<file path="src/rtl/ramp_ripple_pattern.sv">
module ramp_ripple_pattern #(
  parameter int CW = 8,
  parameter int PW = 12,
  parameter int SW = 8
) (
  input  logic          clk,
  input  logic          rst_n,
  input  logic          pix_valid,
  input  logic          frame_start,
  input  logic          line_start,
  input  logic [PW-1:0] col,
  input  logic [PW-1:0] line,
  input  logic [PW-1:0] act_w,
  input  logic [PW-1:0] act_h,
  input  logic          border_en,
  input  logic          invert,
  input  logic [2:0]    h_en,
  input  logic [SW-1:0] h_s1,
  input  logic [SW-1:0] h_s2,
  input  logic [CW-1:0] h_inc,
  input  logic [CW-1:0] h_dec,
  input  logic [2:0]    v_en,
  input  logic [SW-1:0] v_s1,
  input  logic [SW-1:0] v_s2,
  input  logic [CW-1:0] v_inc,
  input  logic [CW-1:0] v_dec,
  output logic [CW-1:0] red,
  output logic [CW-1:0] grn,
  output logic [CW-1:0] blu
);

  typedef struct packed {
    logic [CW-1:0] val;
    logic [SW-1:0] cnt;
    logic          dn;
  } ramp_t;

  function automatic ramp_t advance(ramp_t s, logic [SW-1:0] s1, logic [SW-1:0] s2,
                                    logic [CW-1:0] inc, logic [CW-1:0] dec);
    ramp_t         n;
    logic [SW:0]   nxt;
    logic [SW-1:0] lim;
    n   = s;
    nxt = {1'b0, s.cnt} + 1'b1;
    lim = s.dn ? s2 : s1;
    if (nxt >= {1'b0, lim}) begin
      n.cnt = '0;
      if (s.dn) begin
        n.val = s.val - dec;
        n.dn  = 1'b0;
      end else begin
        n.val = s.val + inc;
        n.dn  = (s2 != '0);
      end
    end else begin
      n.cnt = nxt[SW-1:0];
    end
    return n;
  endfunction

  ramp_t         h_q, v_q, h_cur, v_cur;
  logic [CW-1:0] v_hold, v_now, bord;
  logic          f_go, l_go, edge_hit;
  logic [CW-1:0] pix_q [3];

  assign f_go  = pix_valid & frame_start;
  assign l_go  = pix_valid & (line_start | frame_start);
  assign h_cur = l_go ? '0 : h_q;
  assign v_cur = f_go ? '0 : v_q;
  assign v_now = l_go ? v_cur.val : v_hold;

  assign edge_hit = (col == '0) || (col == PW'(act_w - 1'b1)) ||
                    (line == '0) || (line == PW'(act_h - 1'b1));
  assign bord = (border_en && edge_hit) ? {CW{1'b1}} : '0;

  always_ff @(posedge clk or negedge rst_n) begin
    if (!rst_n) begin
      h_q    <= '0;
      v_q    <= '0;
      v_hold <= '0;
    end else if (pix_valid) begin
      h_q <= advance(h_cur, h_s1, h_s2, h_inc, h_dec);
      if (l_go) begin
        v_hold <= v_cur.val;
        v_q    <= advance(v_cur, v_s1, v_s2, v_inc, v_dec);
      end
    end
  end

  for (genvar k = 0; k < 3; k++) begin : g_chan
    logic [CW-1:0] sum;
    assign sum = bord + (h_en[k] ? h_cur.val : '0) + (v_en[k] ? v_now : '0);
    always_ff @(posedge clk or negedge rst_n) begin
      if (!rst_n) pix_q[k] <= '0;
      else        pix_q[k] <= invert ? ~sum : sum;
    end
  end

  assign red = pix_q[0];
  assign grn = pix_q[1];
  assign blu = pix_q[2];

endmodule

</file>
<file path="config.mk">
export PLATFORM = sky130hd
export DESIGN_NAME = ramp_ripple_pattern
export DESIGN_NICKNAME = d
export VERILOG_FILES = /design/src/rtl/ramp_ripple_pattern.sv
export SDC_FILE = /design/constraint.sdc
export NUM_CORES = 1
export LEC_CHECK = 0
export ABC_AREA = 1
export BUFFER_PORTS_ARGS = -buffer_cell sky130_fd_sc_hd__buf_4
export CAP_MARGIN = 0
export CORE_MARGIN = 4
export CORE_UTILIZATION = 40
export DETAILED_ROUTE_END_ITERATION = 16
export PLACE_DENSITY_LB_ADDON = 0.08
export SYNTH_ARGS = -nofsm -noshare
export SYNTH_HDL_FRONTEND = slang
export SYNTH_SLANG_ARGS = --single-unit
</file>
<file path="constraint.sdc">
create_clock -name clk -period 3.42 [get_ports clk]
set_input_delay 0.684 -clock clk [delete_from_list [all_inputs] [get_ports clk]]
set_output_delay 0.684 -clock clk [all_outputs]
set_load 0.05 [all_outputs]
</file>
==> results of run 1 <==
==> cells by family (layout without fill, tap and decap cells) <==
group,count (synthesis),after routing,share of synthesized area
and+or+nand+nor,476,477,0.289
buffers and inverters,212,484,0.117
AOI/OAI and AO/OA,124,124,0.0961
xor gates and xnor gates,83,83,0.101
adders and majority gates,80,80,0.166
DFF,66,66,0.229
muxes,2,2,0.00278
==> critical path, cell delays in order <==
cell and delay (ns):
buf_8 0.08, clkinvlp_4 0.10, ha_4 0.29, nor2_2 0.03
nor2_1 0.09, nand2_1 0.05, nor2_1 0.10, nand2_1 0.05
nor2_1 0.10, nand2_1 0.07, nor2_2 0.09, nand3_2 0.09
nand3_4 0.17, nand2_8 0.09, buf_12 0.15, fa_1 0.43
inv_1 0.07, ha_2 0.18, inv_2 0.04, fa_2 0.38
o31ai_4 0.20, nand2_1 0.07, nand2_1 0.08, a21oi_2 0.06
xnor2_1 0.18, inv_1 0.07, nand3_1 0.08, nand2_1 0.05
==> flip-flops by register name, summed over array words and instances, names as in the netlist <==
register  count
blu           8
grn           8
h_q          17
red           8
v_hold        8
v_q          17
==> routing by layer <==
layer | wire length (um) | track usage | share of wire | up-vias
met5 | 0 | 0 | 0 | -
met1 | 8070 | 0.238 | 0.43 | 3355
met4 | 298 | 0.0470 | 0.016 | 0
met2 | 9860 | 0.347 | 0.52 | 112
met3 | 716 | 0.0329 | 0.038 | 26
li1 | - | - | - | 3829
==> power by group <==
part	switching, mW	internal [mW]	leakage [nW]
Sequential	0.0582	0.965	0.851
Clock	0.354	0.696	0.165
Combinational	1.29	0.922	4.40
Total	1.70	2.58	5.42
==> repair_timing <==
| item | CTS | global route |
|---|---|---|
| hold buffers | 0 | 0 |
| gates cloned | 1 | 0 |
| gates resized for setup | 35 | 33 |
| pin swaps | 14 | 15 |
| buffers inserted | 10 | 10 |
| setup endpoints to repair | 15 | 33 |
| endpoints found under the hold margin | 0 | 0 |
==> worst paths after layout <==
path	startpoint	end	slack [ns]	cells past startpoint
hold / removal	rst_n	v_q[3]	0.44	1
max in group asynchronous	rst_n	blu[6]	2.39	1
setup reg to reg	v_q[10]	grn[7]	0.38	20
min in group clk	h_q[1]	h_q[1]	0.49	2
hold reg to reg	h_q[1]	h_q[1]	0.49	2
setup / recovery	act_w[0]	blu[7]	-0.48	28
==> cell type report <==
cell class	instances	area [um2]	area share
Multi-Input combinational cell	766	5090	0.495
Timing Repair Buffer	283	2220	0.216
Sequential cell	66	1650	0.161
Inverter	185	706	0.0686
Tap cell	225	282	0.0274
Clock buffer	12	267	0.0259
Clock inverter	4	72.6	0.00705
==> metrics by stage <==
stage	power, mW	instance area, um2	setup WS (ns)	TNS (ns)
3_5_place_dp	3.17	9520	-0.914	-11.86
5_1_grt	4.63	10300	-0.757	-6.48
3_3_place_gp	3.16	9520	-0.851	-11.03
2_1_floorplan	2.42	7350	-0.597	-2.52
4_1_cts	4.31	10100	-0.471	-3.25
6_report	4.28	10300	-0.475	-2.75
==> placed cells by master, fill, tap and decap left out, drive strengths merged, types with 5 or more instances in the layout <==
master,instances
a21oi,30
buf,283
clkbuf,12
dfrtp,66
fa,26
ha,54
inv,181
nand2,292
nand3,66
nand3b,5
nand4,17
nor2,76
nor3,9
nor4,6
o21ai,59
o22ai,21
o31ai,6
or2,6
xnor2,32
xor2,51
==> metrics, run 1 <==
sequential area share after synthesis 0.229; Leak approximately 5.4 nW; die height 142 um; Worst EP arrival about 4.1 ns; largest net degree at the start of global routing 67; maxcap violations 0; ANT cells 0; yosys warns 0; clock root cell clkbuf_16; number of slew-limit violations in the final report 0; Inst Count DP 1509; CTS buffer count 9; global-route wire length before repair 32.0 mm; Fin. Hold Viols 0; Hold Crit Class input pin to asynchronous set/reset pin; grt total ovfl 0; Setup crit end kind flop; worst-margin pin slew ~0.87 ns; dominant cell type by area after synthesis dfrtp_1; Post-DRT Antenna Nets 0; CTS tree yes; Worst slew margin 0.422; wire per inst 12.3 um; vias in the first global route between 7000 and 8000; status finished with violations; fin cells roughly 1500; CTS clk-pin slew, worst paths 0.06 ns; fillers roughly 1700; Buffers on Ports about 150; Fin Hold WS 0.440 ns; Die Wd between 100 and 150 um; Util after Layout 0.589; Mapped Cells approximately 1000; clk buf depth 2; # nets final 1516; synth cell count leaders nand2_1, inv_1, nor2_1; 1st-iter DRT viols 245; #FFs+latches synth 66; num ports 149; RSZ-0062 raised after global routing yes; Core ar. 17500 um2; maximum fanout along the worst path 8; Crit path required time 3.65 ns; area share of the largest cell type after synthesis 0.229; Crit Path Category input pin to flop; syn nets 1248; via count 7322; Placer Congestion roughly 0.86; vias per inst 4.75; peak supply drop around 0.33 mV; synthesized area per cell 6.91 um2; DRT Wirelength 18.9 mm; kind of start point of the critical path input pin; period utilization 1.14; EDFF count, synth 0; first drt pass iteration count 4; PwrDens 417 nW/um2; count leader, synth nand2_1; Area Growth Syn to Fin 42.6%; fmax 0.257 GHz; final setup fails 14; H-tree depth 3; Synth async-reset ratio 1.00; Netlist cell types 44; synthesized cell area 7210 um2; Final min period 3.90 ns; FP Rows 48; Clock Sinks 66; worst setup margin -0.475 ns; die area 20200 um2; Post-route DRC 0; DP Wirelength between 15 and 20 mm; ys flop type dfrtp_1; later-pin clock latency in the skew report 0.34 ns; violated checks setup timing; layout cells sized above 1 0.302; largest cells by area after synthesis dfrtp_1, nand2_1, ha_1; initial antenna violation count 0; Overall Global Routing Usage 0.192; Initial Util 0.413; skew final 0.00753 ns
(Power assumes the default switching activity.)
==> run 2, diff against run 1 <==
- REMOVE_ABC_BUFFERS: default -> 1
==> run 2 against run 1 <==
  * Critical path type unchanged
  * Register-to-register slack got worse by 0.11 ns
  * Critical endpoint is now grn[7]
  * Wire length rose by 5.3%
  * Global-route usage hardly changed
  * Largest power group unchanged
  * Sequential power about the same
  * Utilization grew 2.1 points
  * The run still ends with setup timing left
==> metrics, run 2 (synthesized netlist as in run 1, its figures left out) <==
via count about 7400; maximum fanout along the worst path 5; Area Growth Syn to Fin 47.7%; Inst Count DP 1529; routed wl met2 9.69 mm; peak supply drop 0.287 mV; later-pin clock latency in the skew report 0.34 ns; max incr delay on CP about 0.48 ns; sequential share of power 0.236; Comb power frac 0.520; violated checks setup timing; grt total ovfl 0; DRT Wirelength 19.9 mm; Crit Path Category input pin to flop; CP bufs+invs 6; Placer Congestion 0.847; # nets final 1542; DRT met1 WL 9.15 mm; CTS tree yes; vias per inst 4.71; status finished with violations; Util after Layout 0.610; hold_buf cts 0; Worst slew margin 0.431; CTS clk-pin slew, worst paths roughly 0.060 ns; Highest Signal Layer met4; layout cells sized above 1 0.335; wire per inst approximately 13 um; worst-margin pin slew 0.853 ns; clock root cell clkbuf_16; most frequent cells in the layout buf_4, nand2_1, inv_1; clk buf depth 2; Leak 5.59 nW; worst r2r dst grn[7]; Setup crit end kind flop; Final min period around 4 ns; DP Wirelength 15.0 mm; Die Wd between 100 and 150 um; period utilization 1.18; Core ar. between 15000 and 20000 um2; CP Launch Point act_h[1]; CTS buffer count 9; r2r setup slk 0.27 ns; first drt pass iteration count 5; Slowest cell on crit path fa_1; Clock Sinks 66; die area approximately 20000 um2; global-route wire length before repair 32.2 mm; Crit path required time 3.65 ns; Reg2Reg Depth 19; die height about 140 um; reg-to-reg startpoint v_q[10]; area of the multi-input gates 5240 um2; leading registers by flop count h_q x17, v_q x17; Initial Util 0.413; Clk pwr share 0.245; met3 wire len 922 um; Seq. cell area 1650 um2; skew final approximately 0.0085 ns; FP Rows 48; crit-path leading delay family adder cells; Net Switching between 1.5 and 2 mW; PnR Total Power about 4.4 mW; num ports 149; ANT cells 0; largest net degree at the start of global routing 67; worst setup margin -0.621 ns; fillers 1605; H-tree depth 3; commonest non-fill, non-tap cell in the layout buf_4; Worst EP arrival 4.27 ns; kind of start point of the critical path input pin; Buffers on Ports 148; Overall Global Routing Usage 0.192; Post-route DRC 0; Hold Crit Class input pin to asynchronous set/reset pin; maxcap violations 0; final setup fails 16; Post-DRT Antenna Nets 0; fin cells 1567; Sw Ratio 0.396; PwrDens 410 nW/um2; initial antenna violation count 0; P_int between 2 and 3 mW; number of slew-limit violations in the final report 0; Fin. Hold Viols 0; 1st-iter DRT viols just under 300; RSZ-0062 raised after global routing yes; vias in the first global route 6981; fmax 0.247 GHz
run 2: cell count changes in the layout (fill, tap and decap cells not counted), moves of 6 or more:
| cell | delta |
|---|---|
| buf_6 | +7 |
| ha_1 | -6 |
| buf_4 | +17 |
| ha_4 | +7 |
| nand2_2 | +6 |
| inv_1 | -8 |
run 2: metrics by stage:
stage	area, um2	setup TNS, ns	hold WS [ns]	setup slack, ns
CTS	10300	-3.33	0.485	-0.525
floorplan	7060	-23.11	0.388	-1.63
global placement	9520	-16.17	0.465	-1.13
detailed placement	9520	-17.64	0.473	-1.25
global route	10700	-7.34	0.493	-0.863
finish	10700	-4.19	0.447	-0.621
run 2: worst max-delay path by stage:
| stage | end | depth (start not counted) |
|---|---|---|
| floorplan | red[7] | 28 |
| global placement | grn[7] | 29 |
| detailed placement | grn[7] | 29 |
| CTS | grn[7] | 30 |
| global route | grn[7] | 26 |
| finish | grn[7] | 26 |
run 2: per-layer routing:
| layer | vias up | global-route usage |
|---|---|---|
| li1 | 3881 | - |
| met1 | 3326 | 0.260 |
| met2 | 156 | 0.325 |
| met3 | 13 | 0.0363 |
| met4 | 0 | 0.0328 |
| met5 | - | 0 |
run 2: power by group through the flow:
| stage | logic [mW] | clock network, mW | registers, mW |
|---|---|---|---|
| 5_1_grt | 2.53 | 1.13 | 1.05 |
| 6_report | 2.27 | 1.07 | 1.03 |
| 3_3_place_gp | 2.11 | 0 | 1.04 |
| 2_1_floorplan | 1.07 | 0 | 1.29 |
| 4_1_cts | 2.22 | 1.09 | 1.03 |
| 3_5_place_dp | 2.12 | 0 | 1.04 |
run 2: cell type report:
class | count | area share
sequential | 66 | 0.155
tap | 225 | 0.0264
clock buffer | 11 | 0.0218
clock inverter | 5 | 0.00963
inverter | 185 | 0.0668
multi-input combinational | 767 | 0.491
timing repair buffer | 308 | 0.229
run 2: repair_timing:
item	in CTS	in global routing
cloned	0	2
setup endpoints to repair	18	35
endpoints found under the hold margin	0	0
pin swaps	59	53
gates resized for setup	83	62
buffers inserted	12	12
